**src/rtl/arb5_pkg.sv**
```systemverilog
package arb5_pkg;

    localparam int unsigned ARB_MASTERS = 5;
    localparam int unsigned PRIO_BITS   = 3;
    localparam int unsigned PRIO_TOP    = 5;
    localparam int unsigned PRIO_LSB    = 4;
    localparam int unsigned MODE_BIT    = 0;
    localparam int unsigned CFG_BITS    = 32;
    localparam logic [31:0] CFG_RESET   = 32'h0000_0001;

    typedef enum logic [0:0] {
        ST_PARK = 1'b0,
        ST_BUSY = 1'b1
    } arb_state_e;

endpackage

```
**src/rtl/arb5_cfg.sv**
```systemverilog
module arb5_cfg
    import arb5_pkg::*;
#(
    parameter int unsigned N     = ARB_MASTERS,
    parameter int unsigned PW    = PRIO_BITS,
    parameter int unsigned PTOP  = PRIO_TOP,
    parameter int unsigned PLSB  = PRIO_LSB,
    parameter int unsigned MBIT  = MODE_BIT,
    parameter int unsigned CW    = CFG_BITS,
    parameter logic [CW-1:0] RST = CW'(CFG_RESET)
) (
    input  logic            clk,
    input  logic            rst_n,
    input  logic            wr_en,
    input  logic [CW-1:0]   wr_data,
    output logic [CW-1:0]   rd_data,
    output logic            rr_mode,
    output logic [N*PW-1:0] lvl_flat
);

    localparam logic [PW-1:0] LVL_FLOOR = PW'(1);
    localparam logic [PW-1:0] LVL_CEIL  = PW'(PTOP);

    logic [CW-1:0] word_q;

    always_ff @(posedge clk or negedge rst_n) begin
        if (!rst_n) begin
            word_q <= RST;
        end else if (wr_en) begin
            word_q <= wr_data;
        end
    end

    assign rd_data = word_q;
    assign rr_mode = word_q[MBIT];

    // per-master level decode with clamping of out-of-range fields
    for (genvar gi = 0; gi < N; gi++) begin : g_lvl
        logic [PW-1:0] raw;
        assign raw = word_q[PLSB + gi*PW +: PW];
        assign lvl_flat[gi*PW +: PW] =
            ((raw == '0) || (raw > LVL_CEIL)) ? LVL_FLOOR : raw;

        p_lvl_range_r9: assert property (@(posedge clk) disable iff (!rst_n)
            (lvl_flat[gi*PW +: PW] >= LVL_FLOOR) && (lvl_flat[gi*PW +: PW] <= LVL_CEIL));
    end

    p_write_seen_r10: assert property (@(posedge clk) disable iff (!rst_n)
        wr_en |=> (rd_data == $past(wr_data)));

    p_no_write_r10: assert property (@(posedge clk) disable iff (!rst_n)
        !wr_en |=> $stable(rd_data));

endmodule

```
**src/rtl/arb5_lvl_max.sv**
```systemverilog
module arb5_lvl_max
    import arb5_pkg::*;
#(
    parameter int unsigned N  = ARB_MASTERS,
    parameter int unsigned PW = PRIO_BITS
) (
    input  logic            clk,
    input  logic            rst_n,
    input  logic [N-1:0]    req,
    input  logic [N*PW-1:0] lvl_flat,
    output logic [N-1:0]    top_mask
);

    logic [PW-1:0] best;

    // highest level among live requesters
    always_comb begin
        best = '0;
        for (int i = 0; i < N; i++) begin
            if (req[i] && (lvl_flat[i*PW +: PW] > best)) begin
                best = lvl_flat[i*PW +: PW];
            end
        end
    end

    for (genvar gi = 0; gi < N; gi++) begin : g_mask
        assign top_mask[gi] = req[gi] && (lvl_flat[gi*PW +: PW] == best);
    end

    p_mask_in_req_r7: assert property (@(posedge clk) disable iff (!rst_n)
        (top_mask & ~req) == '0);

    p_mask_nonempty_r7: assert property (@(posedge clk) disable iff (!rst_n)
        (|req) |-> (|top_mask));

endmodule

```
**src/rtl/arb5_rr_pick.sv**
```systemverilog
module arb5_rr_pick
    import arb5_pkg::*;
#(
    parameter int unsigned N  = ARB_MASTERS,
    parameter int unsigned IW = $clog2(N)
) (
    input  logic          clk,
    input  logic          rst_n,
    input  logic [N-1:0]  cand,
    input  logic [IW-1:0] start,
    output logic [N-1:0]  pick_oh,
    output logic [IW-1:0] pick_idx,
    output logic          found
);

    // first candidate at or after start, wrapping past N-1
    always_comb begin
        pick_oh  = '0;
        pick_idx = '0;
        found    = 1'b0;
        for (int k = 0; k < N; k++) begin
            int j;
            j = int'(start) + k;
            if (j >= int'(N)) begin
                j = j - int'(N);
            end
            if (!found && cand[j]) begin
                found       = 1'b1;
                pick_oh[j]  = 1'b1;
                pick_idx    = IW'(j);
            end
        end
    end

    p_pick_in_cand_r4: assert property (@(posedge clk) disable iff (!rst_n)
        $onehot0(pick_oh) && ((pick_oh & ~cand) == '0));

    p_pick_found_r6: assert property (@(posedge clk) disable iff (!rst_n)
        (|cand) |-> found);

endmodule

```
**src/rtl/arb5_top.sv**
```systemverilog
module arb5_top
    import arb5_pkg::*;
#(
    parameter int unsigned N   = ARB_MASTERS,
    parameter int unsigned PW  = PRIO_BITS,
    parameter int unsigned CW  = CFG_BITS
) (
    input  logic          clk,
    input  logic          rst_n,
    input  logic [N-1:0]  bus_req,
    input  logic          xfer_done,
    output logic [N-1:0]  bus_grant,
    input  logic          cfg_wr_en,
    input  logic [CW-1:0] cfg_wr_data,
    output logic [CW-1:0] cfg_rd_data
);

    localparam int unsigned IW      = $clog2(N);
    localparam logic [N-1:0] PARK_OH = N'(1);
    localparam logic [IW-1:0] IDX_LAST = IW'(N - 1);

    arb_state_e    state_q, state_d;
    logic [N-1:0]  grant_q, grant_d;
    logic [IW-1:0] ptr_q, ptr_d;

    logic            rr_mode;
    logic [N*PW-1:0] lvl_flat;
    logic [N-1:0]    top_mask;
    logic [N-1:0]    cand;
    logic [N-1:0]    pick_oh;
    logic [IW-1:0]   pick_idx;
    logic            found;
    logic            owner_req;
    logic            decide;

    arb5_cfg #(
        .N  (N),
        .PW (PW),
        .CW (CW)
    ) u_cfg (
        .clk      (clk),
        .rst_n    (rst_n),
        .wr_en    (cfg_wr_en),
        .wr_data  (cfg_wr_data),
        .rd_data  (cfg_rd_data),
        .rr_mode  (rr_mode),
        .lvl_flat (lvl_flat)
    );

    arb5_lvl_max #(
        .N  (N),
        .PW (PW)
    ) u_lvl (
        .clk      (clk),
        .rst_n    (rst_n),
        .req      (bus_req),
        .lvl_flat (lvl_flat),
        .top_mask (top_mask)
    );

    assign cand = rr_mode ? bus_req : top_mask;

    arb5_rr_pick #(
        .N  (N),
        .IW (IW)
    ) u_pick (
        .clk      (clk),
        .rst_n    (rst_n),
        .cand     (cand),
        .start    (ptr_q),
        .pick_oh  (pick_oh),
        .pick_idx (pick_idx),
        .found    (found)
    );

    assign owner_req = |(grant_q & bus_req);
    assign decide    = (state_q == ST_PARK) || xfer_done || !owner_req;

    // state register
    always_ff @(posedge clk or negedge rst_n) begin
        if (!rst_n) begin
            state_q <= ST_PARK;
            grant_q <= PARK_OH;
            ptr_q   <= '0;
        end else begin
            state_q <= state_d;
            grant_q <= grant_d;
            ptr_q   <= ptr_d;
        end
    end

    // next state: IDLE, CLAIM, HOLD, HANDOVER, RELEASE
    always_comb begin
        state_d = state_q;
        unique case (state_q)
            ST_PARK: begin
                if (|bus_req) begin
                    state_d = ST_BUSY;
                end
            end
            ST_BUSY: begin
                if (decide && !(|bus_req)) begin
                    state_d = ST_PARK;
                end
            end
            default: state_d = ST_PARK;
        endcase
    end

    // outputs: grant and rotation pointer
    always_comb begin
        grant_d = grant_q;
        ptr_d   = ptr_q;
        if (decide) begin
            if (found) begin
                grant_d = pick_oh;
                ptr_d   = (pick_idx == IDX_LAST) ? '0 : pick_idx + 1'b1;
            end else begin
                grant_d = PARK_OH;
            end
        end
    end

    assign bus_grant = grant_q;

    p_onehot_r2: assert property (@(posedge clk) disable iff (!rst_n)
        $countones(bus_grant) == 1);

    p_hold_r3: assert property (@(posedge clk) disable iff (!rst_n)
        (state_q == ST_BUSY && owner_req && !xfer_done) |=> $stable(bus_grant));

    p_req_only_r4: assert property (@(posedge clk) disable iff (!rst_n)
        (!$stable(bus_grant) && bus_grant != PARK_OH) |-> ((bus_grant & $past(bus_req)) != '0));

    p_park_r5: assert property (@(posedge clk) disable iff (!rst_n)
        (decide && bus_req == '0) |=> (bus_grant == PARK_OH && state_q == ST_PARK));

    p_ptr_range_r6: assert property (@(posedge clk) disable iff (!rst_n)
        ptr_q <= IDX_LAST);

endmodule

```
**config.mk**
```make
export PLATFORM = sky130hd
export DESIGN_NAME = arb5_top
export DESIGN_NICKNAME = d
export VERILOG_FILES = /design/src/rtl/arb5_pkg.sv /design/src/rtl/arb5_cfg.sv /design/src/rtl/arb5_lvl_max.sv /design/src/rtl/arb5_rr_pick.sv /design/src/rtl/arb5_top.sv
export SDC_FILE = /design/constraint.sdc
export NUM_CORES = 1
export LEC_CHECK = 0
export BUFFER_PORTS_ARGS = -buffer_cell sky130_fd_sc_hd__buf_4
export CORE_MARGIN = 5
export CORE_UTILIZATION = 55
export DETAILED_ROUTE_END_ITERATION = 8
export GPL_TIMING_DRIVEN = 1
export HOLD_SLACK_MARGIN = 0.05
export PLACE_DENSITY_LB_ADDON = 0.1
export SLEW_MARGIN = 0
export SYNTH_ARGS = -nofsm -noshare
export SYNTH_HDL_FRONTEND = slang
export SYNTH_SLANG_ARGS = --single-unit
```
**constraint.sdc**
```tcl
create_clock -name clk -period 15.5 [get_ports clk]
set_input_delay 0.775 -clock clk [delete_from_list [all_inputs] [get_ports clk]]
set_output_delay 0.775 -clock clk [all_outputs]
set_load 0.02 [all_outputs]
```
==> out/qor.yml <==
syn_area_per_cell_sq_um: 8.28
io_buffers: 77
grt_pass1_vias: 4279
crit_buf_inv: 1
startpoint_type: "flop"
slowest_stage: "dfrtp_1"
synthToLayoutAreaGrowth_pct: 16.3
worstSetupPathDepth: 32
synthSimpleGateAreaFrac_pct: 24.8
finalWeightedCongestion: 0.979
clock_latency_ps: 300
max_stage_delay_ps: 550
power.total_mw: 1.21
synth-seq-cells: 41
fin_cells: 712
synthMuxAreaShare_pct: 8.31
hold_viol_final: 0
fp.dieW_um: 100
p_leak_nw: 2.21
async_reset_ff_share_pct: 100
worst_pin_slew_ps: 850
setup_tns_ps: 0
gr-total-overflow: 0
placed_cells: 704
htree_num_levels: 2
fin_ws_ps: 6940
synth_area_sq_um: 4490
vias: 4582
crit_top_cell: "ha_1"
synth_edf_count: 0
gr-usage-met1_pct: 40.5
worstSetupPathType: "reg -> reg"
yosysWarnings: 0
ant_nets: 0
layout.nets: 678
antenna_found_initial: 0
grt_max_degree: 42
path_clk_slew_ps: 90
grt_usage_pct: 26.2
synthTopCellsByArea: "dfrtp_1, ha_1, mux2_2, nand2_1, o21ai_0"
post_cts_resized: 0
status: "finished clean"
synth-seq-area-share_pct: 22.9
hold_class: "in -> async"
drc: 0
r2r_cells: 32
yosys.area_share.xor_xnor_pct: 3.71
timing.rr.start: "u_cfg.rd_data[5]$_DFFE_PN0P_"
start_util_pct: 55.5
ff_latch_area_sq_um: 1030
busiest_layer: "met1"
met3_usage_pct: 4.24
place_hpwl_mm: 10.2
fmax_mhz: 117
arrival_ps: 8760
crit_start: "u_cfg.rd_data[5]$_DFFE_PN0P_"
rsz0062_at_grt: "false"
peakVddDrop_v: 0.0000945
clockBufferDepth: 2
cts_setup_buffers: 0
min_period_ps: 8560
clock-sinks: 41
drt-vias-per-instance: 6.44
cts_tree: "done"
powerDensity_nw_per_um2: 232
synth_top_family_by_area: "compound AO/OA/AOI/OAI gates"
cts_root_buf: "clkbuf_8"
cts_hold_buf: 0
antenna_cells: 0
synth_top_cell_area_share_pct: 21.7
synth_area_leader_cell: "dfrtp_1"
num_rows: 33
skew_ps: 7.35
io_pins: 78
post-place-ws_ps: 6930
drive_above_1_share_pct: 25.4
ys_types: 88
die_y_um: 100
period_share_pct: 55.2
cp.required_ps: 15710
finalSetupViolCount: 0
synth_flop_cell: "dfrtp_1"
cts_made_buffers: 5
grt_pass1_wl_mm: 21.6
dieArea_sq_um: 10100
drt_first_iter_violations: 455
syn_inst: 542
core_sq_um: 8090
synth_compound_area_share_pct: 26.7
avgRoutedWirePerCell_um: 18.5
synth_fa_ha_area_share_pct: 9.06
path_delay_family: "compound AO/OA/AOI/OAI gates"
path_max_fanout: 13
drt-pass1-iter-count: 5
grt_use_met2_pct: 37.8
slew_viol_final: 0
maxCapViolations: 0
cp-end-kind: "flop"
syn_nets: 614
multi_input_area_sq_um: 3260
slew_headroom_pct: 43.4
n_fill_cell: 694
wl_mm: 13.1
worst paths after layout:
check / to / slack (ps)
worst max register to register: ptr_q[2]$_DFFE_PN0P_ / 6940
worst max-delay path: ptr_q[2]$_DFFE_PN0P_ / 6940
worst min register to register: u_cfg.rd_data[2]$_DFFE_PN0P_ / 510
worst min-delay path: u_cfg.rd_data[24]$_DFFE_PN0P_ / 450
min in group clk: u_cfg.rd_data[2]$_DFFE_PN0P_ / 510
max in group asynchronous: u_cfg.rd_data[0]$_DFFE_PN1P_ / 14680
flip-flops by register name (all words and copies together) (netlist names):
| name | cells |
|---|---|
| ptr_q | 3 |
| state_q | 1 |
| u_cfg.rd_data | 32 |
| bus_grant | 5 |
final cells by class:
class                   count  area share (%)
clock buffers               5            1.32
clock inverters             3           0.839
inverters                  28            2.01
multi-input cells         452            62.4
flip-flops and latches     41            19.7
well taps                 105            2.52
repair buffers             78            11.2
per-stage QoR:
step | hold WS (ps) | util, % | instance area [sq um]
after floorplan | 479 | - | 4490
after global placement | 490 | 63.1 | 5110
after detailed placement | 497 | 63.1 | 5110
after CTS | 460 | 64.5 | 5220
after global routing | 480 | 64.5 | 5220
final | 447 | 64.5 | 5220
where the power goes:
part | total, mW | switching, mW | internal, mW
logic | 0.963 | 0.596 | 0.367
clock network | 0.0884 | 0.0401 | 0.0483
registers | 0.162 | 0.0336 | 0.128
total | 1.21 | 0.669 | 0.544
layout by cell type, fill, tap and decap left out, types with 3 or more instances in the layout:
cell type	n
a211o_1	4
nand4_1	8
mux2_2	30
inv_1	26
a31o_1	3
xnor2_1	14
a22oi_1	5
a21oi_2	3
or3_1	3
and2_1	8
a21o_1	4
nor2b_1	10
nor3_1	18
o31ai_1	3
nor2_1	32
o211ai_1	7
o21ai_1	4
o22a_1	3
o311a_1	3
ha_1	30
dfrtp_1	39
nand2b_1	13
a31oi_1	9
o21ai_0	29
o22ai_1	6
xor2_1	5
nor4_1	5
nand3b_1	4
o21a_1	4
buf_4	78
clkbuf_8	5
a21oi_1	26
a311oi_1	3
nand3_1	25
or2_2	8
nand2_1	57
nor3b_1	3
a211oi_1	4
kinds of logic after synthesis:
kind of cell | count (synthesis)
xor gates and xnor gates | 19
DFF | 41
AOI/OAI and AO/OA | 159
and+or+nand+nor | 209
muxes | 33
adders and majority gates | 32
buffers and inverters | 49
per-layer routing:
| layer | vias to the layer above | wire length, um |
|---|---|---|
| li1 | 2159 | - |
| met4 | 0 | 218 |
| met3 | 26 | 1200 |
| met5 | - | 0 |
| met1 | 2157 | 6060 |
| met2 | 240 | 5660 |
cell usage after synthesis (6+ instances only):
cell type / n
o21ai_0: 29
o211ai_1: 7
nand3_1: 25
o22ai_1: 6
clkbuf_1: 12
nand2b_1: 13
dfrtp_1: 39
nand2_1: 57
nor3_1: 18
or2_2: 8
inv_1: 26
a21oi_1: 26
nor2b_1: 10
ha_1: 30
a31oi_1: 9
mux2_2: 30
nand4_1: 8
xnor2_1: 14
nor2_1: 32
and2_1: 8
worst register-to-register path, delay by kind of cell, from the launching register on:
family,cells,cell delay (ps)
buffers and inverters,1,60
flip-flops,1,550
AO/OA/AOI/OAI,14,4150
AND/OR/NAND/NOR,13,2610
adder cells (fa/ha/maj),4,1120
Note: power is estimated with default switching activity, not from simulation.
